## config.mk

```make
export PLATFORM = sky130hd
export DESIGN_NAME = opaddr_unit
export DESIGN_NICKNAME = d
export VERILOG_FILES = /design/src/rtl/opaddr_pkg.sv /design/src/rtl/bank_reg_map.sv /design/src/rtl/table_addr_gen.sv /design/src/rtl/dptr_incr.sv /design/src/rtl/opaddr_unit.sv
export SDC_FILE = /design/constraint.sdc
export NUM_CORES = 1
export LEC_CHECK = 0
export BUFFER_PORTS_ARGS = -buffer_cell sky130_fd_sc_hd__clkbuf_2
export CORE_MARGIN = 3
export CORE_UTILIZATION = 40
export CTS_CLUSTER_DIAMETER = 120
export CTS_CLUSTER_SIZE = 40
export DETAILED_ROUTE_END_ITERATION = 10
export PLACE_DENSITY_LB_ADDON = 0.15
export SYNTH_ARGS = -nofsm -noshare
export SYNTH_HDL_FRONTEND = slang
export SYNTH_SLANG_ARGS = --single-unit
```

## constraint.sdc

```tcl
create_clock -name clk -period 3.2 [get_ports clk]
set_clock_uncertainty 0.1 [all_clocks]
set_input_delay 0.32 -clock clk [delete_from_list [all_inputs] [get_ports clk]]
set_output_delay 0.32 -clock clk [all_outputs]
set_load 0.02 [all_outputs]
```

## src/rtl/opaddr_pkg.sv

```systemverilog
package opaddr_pkg;

    localparam int WORD_W   = 8;   // accumulator width
    localparam int PTR_W    = 16;  // pointer / program address width
    localparam int FLD_W    = 3;   // register field width in the opcode
    localparam int BANK_W   = 2;   // bank-select width
    localparam int BANK_LSB = 3;   // position of bank select in the status word
    localparam int STAT_W   = 8;   // status word width
    localparam int IRAM_AW  = 8;   // internal data memory address width

    typedef enum logic {
        BASE_DPTR = 1'b0,
        BASE_PC   = 1'b1
    } base_sel_e;

    typedef struct packed {
        logic               vld;
        logic [IRAM_AW-1:0] addr;
    } iram_ref_t;

    typedef struct packed {
        logic             rd;
        logic [PTR_W-1:0] addr;
    } pm_ref_t;

    typedef struct packed {
        logic             wr;
        logic [PTR_W-1:0] val;
    } ptr_upd_t;

    // bank number * 2**FLD_W + register field, zero-extended
    function automatic logic [IRAM_AW-1:0] bank_addr(
        input logic [BANK_W-1:0] bank,
        input logic [FLD_W-1:0]  fld
    );
        return IRAM_AW'({bank, fld});
    endfunction

    // base plus zero-extended index, wrapping at the pointer width
    function automatic logic [PTR_W-1:0] index_sum(
        input logic [PTR_W-1:0]  base,
        input logic [WORD_W-1:0] idx
    );
        return base + PTR_W'(idx);
    endfunction

endpackage

```

## src/rtl/bank_reg_map.sv

```systemverilog
module bank_reg_map
    import opaddr_pkg::*;
#(
    parameter int FW = FLD_W,
    parameter int BW = BANK_W,
    parameter int AW = IRAM_AW
) (
    input  logic          clk,
    input  logic          rst,
    input  logic          req,
    input  logic [FW-1:0] fld,
    input  logic [BW-1:0] bank,
    output logic [AW-1:0] addr,
    output logic          vld
);
    localparam int SPAN_W = FW + BW;

    logic [AW-1:0] mapped;

    generate
        if (AW > SPAN_W) begin : g_pad
            assign mapped = {{(AW-SPAN_W){1'b0}}, bank, fld};
        end else begin : g_trim
            assign mapped = AW'({bank, fld});
        end
    endgenerate

    iram_ref_t ref_q;

    always_ff @(posedge clk) begin
        if (rst) begin
            ref_q <= '0;
        end else begin
            ref_q.vld <= req;
            if (req) begin
                ref_q.addr <= IRAM_AW'(mapped);
            end
        end
    end

    assign addr = AW'(ref_q.addr);
    assign vld  = ref_q.vld;
endmodule

```

## src/rtl/table_addr_gen.sv

```systemverilog
module table_addr_gen
    import opaddr_pkg::*;
(
    input  logic              clk,
    input  logic              rst,
    input  logic              req,
    input  base_sel_e         sel,
    input  logic [PTR_W-1:0]  dptr,
    input  logic [PTR_W-1:0]  pc,
    input  logic [WORD_W-1:0] idx,
    output logic [PTR_W-1:0]  addr,
    output logic              rd
);
    logic [PTR_W-1:0] base;
    pm_ref_t          ref_q;

    always_comb begin
        unique case (sel)
            BASE_PC: base = pc;
            default: base = dptr;
        endcase
    end

    always_ff @(posedge clk) begin
        if (rst) begin
            ref_q <= '0;
        end else begin
            ref_q.rd <= req;
            if (req) begin
                ref_q.addr <= index_sum(base, idx);
            end
        end
    end

    assign addr = ref_q.addr;
    assign rd   = ref_q.rd;
endmodule

```

## src/rtl/dptr_incr.sv

```systemverilog
module dptr_incr
    import opaddr_pkg::*;
(
    input  logic             clk,
    input  logic             rst,
    input  logic             inc,
    input  logic [PTR_W-1:0] cur,
    output logic [PTR_W-1:0] nxt,
    output logic             wr
);
    ptr_upd_t upd_q;

    always_ff @(posedge clk) begin
        if (rst) begin
            upd_q <= '0;
        end else begin
            upd_q.wr <= inc;
            if (inc) begin
                upd_q.val <= cur + PTR_W'(1);
            end
        end
    end

    assign nxt = upd_q.val;
    assign wr  = upd_q.wr;
endmodule

```

## src/rtl/opaddr_unit.sv

```systemverilog
module opaddr_unit
    import opaddr_pkg::*;
(
    input  logic        clk,
    input  logic        rst,
    input  logic        reg_req,
    input  logic [2:0]  reg_fld,
    input  logic [7:0]  status,
    input  logic        tbl_req,
    input  logic        tbl_from_pc,
    input  logic [7:0]  acc,
    input  logic [15:0] dptr_in,
    input  logic [15:0] pc_next,
    input  logic        dptr_inc,
    output logic [7:0]  iram_addr,
    output logic        iram_vld,
    output logic [15:0] pm_addr,
    output logic        pm_rd,
    output logic [15:0] dptr_next,
    output logic        dptr_wr
);
    logic [BANK_W-1:0] bank_sel;
    base_sel_e         base_sel;

    assign bank_sel = status[BANK_LSB +: BANK_W];
    assign base_sel = tbl_from_pc ? BASE_PC : BASE_DPTR;

    bank_reg_map #(
        .FW (FLD_W),
        .BW (BANK_W),
        .AW (IRAM_AW)
    ) u_bank (
        .clk  (clk),
        .rst  (rst),
        .req  (reg_req),
        .fld  (reg_fld),
        .bank (bank_sel),
        .addr (iram_addr),
        .vld  (iram_vld)
    );

    table_addr_gen u_tbl (
        .clk  (clk),
        .rst  (rst),
        .req  (tbl_req),
        .sel  (base_sel),
        .dptr (dptr_in),
        .pc   (pc_next),
        .idx  (acc),
        .addr (pm_addr),
        .rd   (pm_rd)
    );

    dptr_incr u_dptr (
        .clk (clk),
        .rst (rst),
        .inc (dptr_inc),
        .cur (dptr_in),
        .nxt (dptr_next),
        .wr  (dptr_wr)
    );
endmodule

```

==> results of run 1 <==
## placed cells by master, fill, tap and decap left out, types with 2 or more instances in the layout
master,n
clkbuf_2,90
dfxtp_1,40
nor2_1,39
nand2_1,21
mux2i_1,17
nand3_1,16
a211oi_1,16
o21ai_0,10
xor2_1,10
mux2_2,9
ha_1,9
inv_1,7
a21oi_1,7
xnor2_1,7
nand2b_1,5
o211ai_1,5
clkbuf_8,5
nand4_1,4
or3_1,4
nand3b_1,3
and4_1,3
conb_1,3
a21o_1,2
a221o_1,2
o311ai_0,2
and2_1,2
a311oi_1,2
nor2b_1,2
buf_4,2
## metal layers
| metal | track usage | routed length (um) | vias to the layer above |
|---|---|---|---|
| li1 | - | - | 1168 |
| met1 | 0.226 | 2670 | 1005 |
| met2 | 0.287 | 2880 | 66 |
| met3 | 0.0397 | 275 | 2 |
| met4 | 0.0431 | 34 | 0 |
| met5 | 0 | 0 | - |
## path summary, 6_finish.rpt
| path | start | end | slack, ns |
|---|---|---|---|
| max reg2reg | u_tbl.addr[6] | u_tbl.addr[6] | 2.35 |
| min reg2reg | u_tbl.addr[5] | u_tbl.addr[5] | 0.37 |
| max | tbl_from_pc | u_tbl.addr[12] | 0.73 |
| min | reg_fld[1] | u_bank.addr[1] | 0.17 |
## final cells by class
cell class / instances / area, um^2
repair buffers: 92 / 465
multi-input cells: 216 / 1470
flip-flops and latches: 40 / 801
well taps: 72 / 90.1
fillers: 574 / 2640
inverters: 8 / 30.0
clock inverters: 3 / 42.5
clock buffers: 5 / 68.8
## power groups by stage
stage | Clock (uW) | Sequential (uW) | Combinational [uW]
finish | 409 | 556 | 347
global route | 450 | 562 | 386
CTS | 427 | 556 | 350
detailed placement | 0 | 568 | 348
global placement | 0 | 567 | 344
floorplan | 0 | 616 | 184
## flip-flops by register name, summed over array words and instances, names as in the netlist
register	flops
u_tbl.rd	1
u_dptr.wr	1
u_bank.vld	1
u_tbl.addr	16
u_bank.addr	5
u_dptr.nxt	16
## critical path, delay by kind of cell
kind	cells	cell delay, ns
compound gates	3	0.77
fa+ha+maj	2	0.56
simple gates	1	0.20
mux	1	0.26
buf+inv	2	0.24
xor+xnor	1	0.17
## metrics by stage
| step | instances | util |
|---|---|---|
| floorplan | 279 | - |
| global placement | 428 | 0.509 |
| detailed placement | 428 | 0.509 |
| CTS | 436 | 0.529 |
| global route | 436 | 0.529 |
| finish | 436 | 0.529 |
## logic make-up (layout without fill, tap and decap cells)
| kind of cell | Yosys count | in the layout | share of synthesized area |
|---|---|---|---|
| other | 1 | 3 | 0.00159 |
| and+or+nand+nor | 106 | 106 | 0.217 |
| DFF | 40 | 40 | 0.339 |
| adders and majority gates | 10 | 10 | 0.0561 |
| xor gates and xnor gates | 17 | 17 | 0.0630 |
| buffers and inverters | 23 | 108 | 0.0434 |
| AOI/OAI and AO/OA | 54 | 54 | 0.165 |
| muxes | 26 | 26 | 0.115 |
==> summary.txt, run 1 <==
run status -> finished, final reports clean
final wirelength -> 5860 um
FP Rows -> 27
crit path time final -> 2.47 ns
Required @ worst endpoint -> 3.27 ns
Die Y -> 82.9 um
Skew-Pair Late Insertion Delay -> 0.28 ns
GRT Overall Usage -> 0.173
Vias/cell -> 5.14
part of the cycle the worst path needs -> 0.771
detailed placement HPWL -> 4740 um
layout overhead on the synthesized area -> 25.4%
Pre-antenna DRT Iters -> 8
Synth Flop Type -> dfxtp_1
Final GP Congestion -> 0.803
Mapped Cells -> 277
VDD IR-drop max -> 0.214 mV
Synthesis Warnings -> 0
crit-path cells -> clkbuf_2 -> mux2_2 -> ha_1 -> inv_1 -> fa_1 -> nand2b_1 -> a2111oi_2 -> o211ai_1 -> xnor2_1 -> o21ai_0
Final Hold Vio Count -> 0
Reg power frac -> 0.424
cell-internal power -> 907 uW
largest net degree at the start of global routing -> 37
global-route wire length before repair -> 9920 um
I/O pins -> 100
crit-path max cell delay -> 0.50 ns
n_diodes -> 0
max_slew headroom -> 0.602
Synth top area share -> 0.339
Synth area leaders -> dfxtp_1 34%, mux2i_1 7.2%, nor2_1 6.2%, a211oi_1 5.1%, ha_1 4.8%
Net Switching -> 404 uW
min-delay worst type -> in -> reg
sequential-to-total area share from yosys stat -> 0.339
Mapped Area -> 0.00236 mm^2
Cell Pwr Density -> 442 mW/mm^2
Setup Viol. Count Final -> 0
#FFs+latches synth -> 40
Finished Cell Area -> 0.00297 mm^2
Yosys cell types -> 47
WL per Instance -> 13.4 um
leakage -> 0.00136 uW
Slowest-stage cell, CP -> a2111oi_2
grt total ovfl -> 0
Max Root-Sink Buffers -> 2
IO buf count -> 90
hold slack -> 0.169 ns
post-CTS sizing -> 0
dominant cell type by area after synthesis -> dfxtp_1
MaxCap Viol Count -> 0
switching part of the total -> 0.308
Post-Place Worst Slack -> 0.381 ns
combinational group share of total power -> 0.265
Die Footprint -> 0.00687 mm^2
WHS Path Cells -> 3
Worst Path Max Fanout -> 9
DR iter-0 viols -> 76
async set or reset register ratio after synthesis -> 0
Worst-Margin Slew -> 0.598 ns
remaining antenna violation count after routing -> 0
average size of a mapped cell -> 8.54 um^2
crit end category -> flip-flop
total CTS buffers -> 5
final worst setup slack -> 0.731 ns
# hold bufs at CTS -> 0
DR vias -> 2241
initial antenna violation count -> 0
Setup Total Neg Slack -> 0 ns
CTS tree -> built
Max Slew Vio Count -> 0
most frequent cell after synthesis -> dfxtp_1
Post-synth EDFFs -> 0
Total Power -> 1310 uW
Sink Count -> 40
clk root buf -> clkbuf_8
placed cell area -> 0.00286 mm^2
die width -> 82.9 um
final net count -> 430
vias in the first global route -> 2103
Worst Setup Start Kind -> input port
share of layout cells above drive strength 1 -> 0.308
R2R depth -> 2
CTS H-Tree Depth -> 2
# DRC -> 0
Synth top cells by count -> 40 x dfxtp_1, 39 x nor2_1, 21 x nand2_1
RSZ-0062 raised after global routing -> false
data arrival time of the worst path -> 2.54 ns
clock transition at the registers of the reported paths -> 0.08 ns
fmax -> 405 MHz
Core ar. -> 0.00561 mm^2
Initial Util -> 0.422
Post-CTS Repair Setup Buffers -> 0
clock network power share -> 0.312
critical setup path kind -> in -> reg
(Power assumes the default switching activity.)
==> run 2, diff against run 1 <==
clock period = 2.1 ns   (was 3.2 ns; I/O delays follow)
==> summary.txt, run 2 (synthesis results as in run 1) <==
placed cell area -> 0.00314 mm^2 (was 0.00286 mm^2)
crit end category -> flip-flop (unchanged)
HP Start -> reg_fld[0] (was reg_fld[1])
remaining antenna violation count after routing -> 0 (unchanged)
initial antenna violation count -> 0 (unchanged)
global-route wire length before repair -> 10400 um (was 9920 um)
WL per Instance -> 13.5 um (was 13.4 um)
layout overhead on the synthesized area -> 38.4% (was 25.4%)
DR iter-0 viols -> 61 (was 76)
DP Cell Count -> 451 (was 428)
Final Hold Vio Count -> 0 (unchanged)
# DRC -> 0 (unchanged)
RR Endpoint -> u_tbl.addr[6] (unchanged)
n_diodes -> 0 (unchanged)
R2R depth -> 2 (unchanged)
crit-path max cell delay -> 0.39 ns (was 0.50 ns)
CTS H-Tree Depth -> 2 (unchanged)
leakage -> 0.00151 uW (was 0.00136 uW)
Final GP Congestion -> 0.849 (was 0.803)
final net count -> 456 (was 430)
FP Rows -> 27 (unchanged)
die width -> 82.9 um (unchanged)
Vias/cell -> 5.02 (was 5.14)
data arrival time of the worst path -> 2.07 ns (was 2.54 ns)
WHS Path Cells -> 3 (unchanged)
Total Power -> 1960 uW (was 1310 uW)
CTS tree -> built (unchanged)
Initial Util -> 0.422 (unchanged)
min-delay worst type -> in -> reg (unchanged)
IO buf count -> 90 (unchanged)
critical setup path kind -> in -> reg (unchanged)
Setup Viol. Count Final -> 0 (unchanged)
vias in the first global route -> 2259 (was 2103)
most frequent cells in the layout -> 89 x clkbuf_2, 40 x dfxtp_1, 38 x nor2_1 (was 90 x clkbuf_2, 40 x dfxtp_1, 39 x nor2_1)
Die Footprint -> 0.00687 mm^2 (unchanged)
commonest non-fill, non-tap cell in the layout -> clkbuf_2 (unchanged)
VDD IR-drop max -> 0.300 mV (was 0.214 mV)
clock transition at the registers of the reported paths -> 0.08 ns (about the same)
share of layout cells above drive strength 1 -> 0.380 (was 0.308)
fmax -> 499 MHz
RSZ-0062 raised after global routing -> true (was false)
final wirelength -> 6230 um (was 5860 um)
part of the cycle the worst path needs -> 0.955
grt total ovfl -> 0 (unchanged)
run status -> finished, final reports clean (unchanged)
I/O pins -> 100 (unchanged)
Sink Count -> 40 (unchanged)
# hold bufs at CTS -> 0 (unchanged)
total CTS buffers -> 5 (unchanged)
Slowest-stage cell, CP -> a2111oi_4 (was a2111oi_2)
Max Root-Sink Buffers -> 2 (unchanged)
Non-Filler Instances -> 461 (was 436)
delay-heaviest family, CP -> compound AO/OA/AOI/OAI gates (unchanged)
Die Y -> 82.9 um (unchanged)
Worst-Margin Slew -> 0.564 ns (was 0.598 ns)
Finished Cell Area -> 0.00327 mm^2 (was 0.00297 mm^2)
Max Slew Vio Count -> 0 (unchanged)
Core ar. -> 0.00561 mm^2 (unchanged)
Buf/Inv on CP -> 2 (unchanged)
Pre-antenna DRT Iters -> 4 (was 8)
GRT Overall Usage -> 0.182 (was 0.173)
clk root buf -> clkbuf_8 (unchanged)
Required @ worst endpoint -> 2.17 ns (was 3.27 ns)
instance count on the critical path -> 10 (unchanged)
worst flop-to-flop path startpoint -> u_tbl.addr[6] (unchanged)
Worst Setup Start Kind -> input port (unchanged)
DR vias -> 2316 (was 2241)
Cell Pwr Density -> 598 mW/mm^2 (was 442 mW/mm^2)
Skew-Pair Late Insertion Delay -> 0.28 ns (about the same)
max_slew headroom -> 0.623 (was 0.602)
largest net degree at the start of global routing -> 37 (unchanged)
crit path time final -> 2.00 ns
detailed placement HPWL -> 5030 um (was 4740 um)
Worst Path Max Fanout -> 5 (was 9)
crit-path cells -> buf_12 -> mux2_4 -> ha_4 -> inv_2 -> fa_2 -> nand2b_4 -> a2111oi_4 -> o211ai_1 -> xnor2_1 -> o21ai_1 (was clkbuf_2 -> mux2_2 -> ha_1 -> inv_1 -> fa_1 -> nand2b_1 -> a2111oi_2 -> o211ai_1 -> xnor2_1 -> o21ai_0)
MaxCap Viol Count -> 0 (unchanged)
Hold Crit Endpoint -> u_bank.addr[0] (was u_bank.addr[1])
Reg2Reg Setup Slack -> 1.23 ns (was 2.35 ns)
-- run 2: final cells by class --
cell class                      count  area (um^2)
Clock buffer                        6         72.6
Inverter                            8         30.0
Fill cell                         554         2340
Multi-Input combinational cell    216         1580
Tap cell                           72         90.1
Timing Repair Buffer              118          693
Sequential cell                    40          801
Clock inverter                      1         5.00
-- run 2: power breakdown --
part / switching (uW) / internal [uW]
logic: 343 / 289
clock network: 251 / 226
registers: 29.0 / 819
total: 623 / 1330
-- run 2: worst max path at each step --
stage	start	to	slack, ns
2_1_floorplan	tbl_from_pc	u_tbl.addr[8]	-0.20
3_3_place_gp	tbl_from_pc	u_tbl.addr[12]	-0.26
3_5_place_dp	tbl_from_pc	u_tbl.addr[14]	-0.34
4_1_cts	tbl_from_pc	u_tbl.addr[14]	0.02
5_1_grt	tbl_from_pc	u_tbl.addr[12]	-0.002
6_report	tbl_from_pc	u_tbl.addr[12]	0.1
-- run 2: stage by stage --
| stage | TNS, ns | util | setup slack [ns] | hold WS, ns |
|---|---|---|---|---|
| 2_1_floorplan | -0.764 | - | -0.201 | 0.209 |
| 3_3_place_gp | -2.02 | 0.560 | -0.261 | 0.346 |
| 3_5_place_dp | -2.45 | 0.560 | -0.345 | 0.355 |
| 4_1_cts | 0 | 0.574 | 0.0162 | 0.0538 |
| 5_1_grt | -0.00245 | 0.583 | -0.00245 | 0.0595 |
| 6_report | 0 | 0.583 | 0.0954 | 0.0624 |
-- run 2: worst min-delay path: cells and delay by family --
kind | cells | cell delay (ns)
mux | 1 | 0.05
buf+inv | 1 | 0.07
simple gates | 1 | 0.07
-- run 2: per-layer routing --
metal | GRT usage | wire length, um | vias up
met4 | 0.0505 | 75 | 0
met2 | 0.302 | 2960 | 47
li1 | - | - | 1217
met5 | 0 | 0 | -
met1 | 0.237 | 2980 | 1046
met3 | 0.0397 | 211 | 6
-- run 2: repair_timing --
action                                  CTS  global route
cloned                                    0             1
resized for setup                         1             5
endpoints found under the setup margin    3             5
buffers inserted                          0             2
pin swaps                                 0             6
endpoints found under the hold margin     0             0
==> run 3, diff against run 2 <==
CORE_ASPECT_RATIO = 1.5   (was not set)
CORE_MARGIN = 2   (was 3)
PLACE_DENSITY = 0.77   (was not set)
PLACE_DENSITY_LB_ADDON = not set   (was 0.15)
==> summary.txt, run 3 (synthesis results as in run 1) <==
Cell Pwr Density -> 625 mW/mm^2 (was 598 mW/mm^2)
commonest non-fill, non-tap cell in the layout -> clkbuf_2 (unchanged)
largest net degree at the start of global routing -> 33 (was 37)
grt total ovfl -> 0 (unchanged)
Worst Path Max Fanout -> 9 (was 5)
HP Start -> reg_fld[2] (was reg_fld[0])
CTS H-Tree Depth -> 2 (unchanged)
RR Endpoint -> u_tbl.addr[6] (unchanged)
DR iter-0 viols -> 102 (was 61)
Required @ worst endpoint -> 2.17 ns (about the same)
Post-CTS Repair Setup Buffers -> 0 (unchanged)
DR vias -> 2389 (was 2316)
Final GP Congestion -> 0.920 (was 0.849)
RSZ-0062 raised after global routing -> false (was true)
share of layout cells above drive strength 1 -> 0.389 (was 0.380)
MaxCap Viol Count -> 0 (unchanged)
Die Footprint -> 0.00656 mm^2 (was 0.00687 mm^2)
delay-heaviest family, CP -> simple AND/OR/NAND/NOR gates (was compound AO/OA/AOI/OAI gates)
most frequent cells in the layout -> 89 x clkbuf_2, 40 x dfxtp_1, 38 x nor2_1 (unchanged)
leakage -> 0.00151 uW (about the same)
Slowest-stage cell, CP -> mux2i_1 (was a2111oi_4)
Pre-antenna DRT Iters -> 4 (unchanged)
crit-path max cell delay -> 0.31 ns (was 0.39 ns)
global-route wire length before repair -> 10400 um (about the same)
initial antenna violation count -> 0 (unchanged)
Total Power -> 2050 uW (was 1960 uW)
vias in the first global route -> 2310 (was 2259)
Setup Viol. Count Final -> 0 (unchanged)
layout overhead on the synthesized area -> 38.9% (was 38.4%)
critical setup path kind -> in -> reg (unchanged)
Fillers -> 558 (was 554)
clock transition at the registers of the reported paths -> 0.08 ns (about the same)
min-delay worst type -> in -> reg (unchanged)
Buf/Inv on CP -> 2 (unchanged)
final wirelength -> 6290 um (was 6230 um)
Sink Count -> 40 (unchanged)
Max Root-Sink Buffers -> 2 (unchanged)
die width -> 66.8 um (was 82.9 um)
R2R depth -> 2 (unchanged)
WHS Path Cells -> 3 (unchanged)
total CTS buffers -> 5 (unchanged)
I/O pins -> 100 (unchanged)
Hold Crit Endpoint -> u_bank.addr[2] (was u_bank.addr[0])
crit end category -> flip-flop (unchanged)
clk root buf -> clkbuf_8 (unchanged)
Skew-Pair Late Insertion Delay -> 0.29 ns (was 0.28 ns)
final core utilization -> 0.572 (was 0.583)
GRT Overall Usage -> 0.202 (was 0.182)
n_diodes -> 0 (unchanged)
detailed placement HPWL -> 5120 um (was 5030 um)
# hold bufs at CTS -> 0 (unchanged)
crit-path cells -> buf_8 -> mux2i_1 -> inv_1 -> ha_1 -> a21o_1 -> and4_1 -> nor3_2 -> nor4_1 -> o211ai_1 (was buf_12 -> mux2_4 -> ha_4 -> inv_2 -> fa_2 -> nand2b_4 -> a2111oi_4 -> o211ai_1 -> xnor2_1 -> o21ai_1)
IO buf count -> 90 (unchanged)
remaining antenna violation count after routing -> 0 (unchanged)
VDD IR-drop max -> 0.318 mV (was 0.300 mV)
Non-Filler Instances -> 463 (was 461)
Die Y -> 98.2 um (was 82.9 um)
Setup Total Neg Slack -> 0 ns (unchanged)
fmax -> 516 MHz (was 499 MHz)
Initial Util -> 0.412 (was 0.422)
Max Slew Vio Count -> 0 (unchanged)
part of the cycle the worst path needs -> 0.923 (was 0.955)
max_slew headroom -> 0.618 (was 0.623)
WL per Instance -> 13.6 um (was 13.5 um)
CTS tree -> built (unchanged)
DP Cell Count -> 456 (was 451)
Vias/cell -> 5.16 (was 5.02)
run status -> finished, final reports clean (unchanged)
Final Hold Vio Count -> 0 (unchanged)
final net count -> 458 (was 456)
Worst Setup Start Kind -> input port (unchanged)
crit path time final -> 1.94 ns (was 2.00 ns)
Core ar. -> 0.00574 mm^2 (was 0.00561 mm^2)
FP Rows -> 34 (was 27)
data arrival time of the worst path -> 2.01 ns (was 2.07 ns)
worst flop-to-flop path startpoint -> u_tbl.addr[6] (unchanged)
Worst-Margin Slew -> 0.573 ns (was 0.564 ns)
Reg2Reg Setup Slack -> 1.22 ns (was 1.23 ns)
# DRC -> 0 (unchanged)
## run 3: through the flow
step | hold WS [ns] | area (um^2) | worst slack [ns]
5_1_grt | 0.0618 | 3290 | 0.00294
2_1_floorplan | 0.209 | 2510 | -0.201
3_3_place_gp | 0.353 | 3180 | -0.270
6_report | 0.0577 | 3290 | 0.161
4_1_cts | 0.0550 | 3280 | 0.0239
3_5_place_dp | 0.360 | 3180 | -0.327
## run 3: worst register-to-register path: stages, from the launching register on
cell and delay (ns):
dfxtp_1 0.36, inv_1 0.05, o311ai_0 0.28
## run 3: final cells by class
type,instances,area [um^2],share of cell area
flip-flops and latches,40,801,0.244
well taps,72,90.1,0.0274
repair buffers,120,686,0.209
multi-input cells,216,1580,0.482
clock buffers,7,96.3,0.0293
inverters,8,30.0,0.00914
## run 3: repair_timing
| action | 4_1_cts | 5_1_grt |
|---|---|---|
| setup endpoints to repair | 3 | 6 |
| resized for setup | 1 | 6 |
| cloned | 0 | 0 |
| pin swaps | 0 | 4 |
## run 3: per-layer routing
metal / vias up / wire (um) / track usage
met4: 0 / 112 / 0.0722
met2: 52 / 3380 / 0.368
met5: - / 0 / 0
met1: 1101 / 2580 / 0.230
met3: 11 / 223 / 0.0300
li1: 1225 / - / -
## run 3: worst max-delay path by stage
stage                           start  slack [ns]             end  cells past startpoint
after floorplan           tbl_from_pc       -0.20   u_tbl.addr[8]                      8
after global placement    tbl_from_pc       -0.27  u_tbl.addr[12]                     10
after detailed placement  tbl_from_pc       -0.33   u_tbl.addr[7]                      9
after CTS                 tbl_from_pc        0.02   u_tbl.addr[8]                      9
after global routing      tbl_from_pc       0.003  u_tbl.addr[12]                     10
final                     tbl_from_pc        0.16  u_tbl.addr[15]                      9
## run 3: report_power, final
part	total [uW]	internal (uW)	switching, uW
clock	562	293	269
sequential	850	819	31.3
combinational	641	293	348
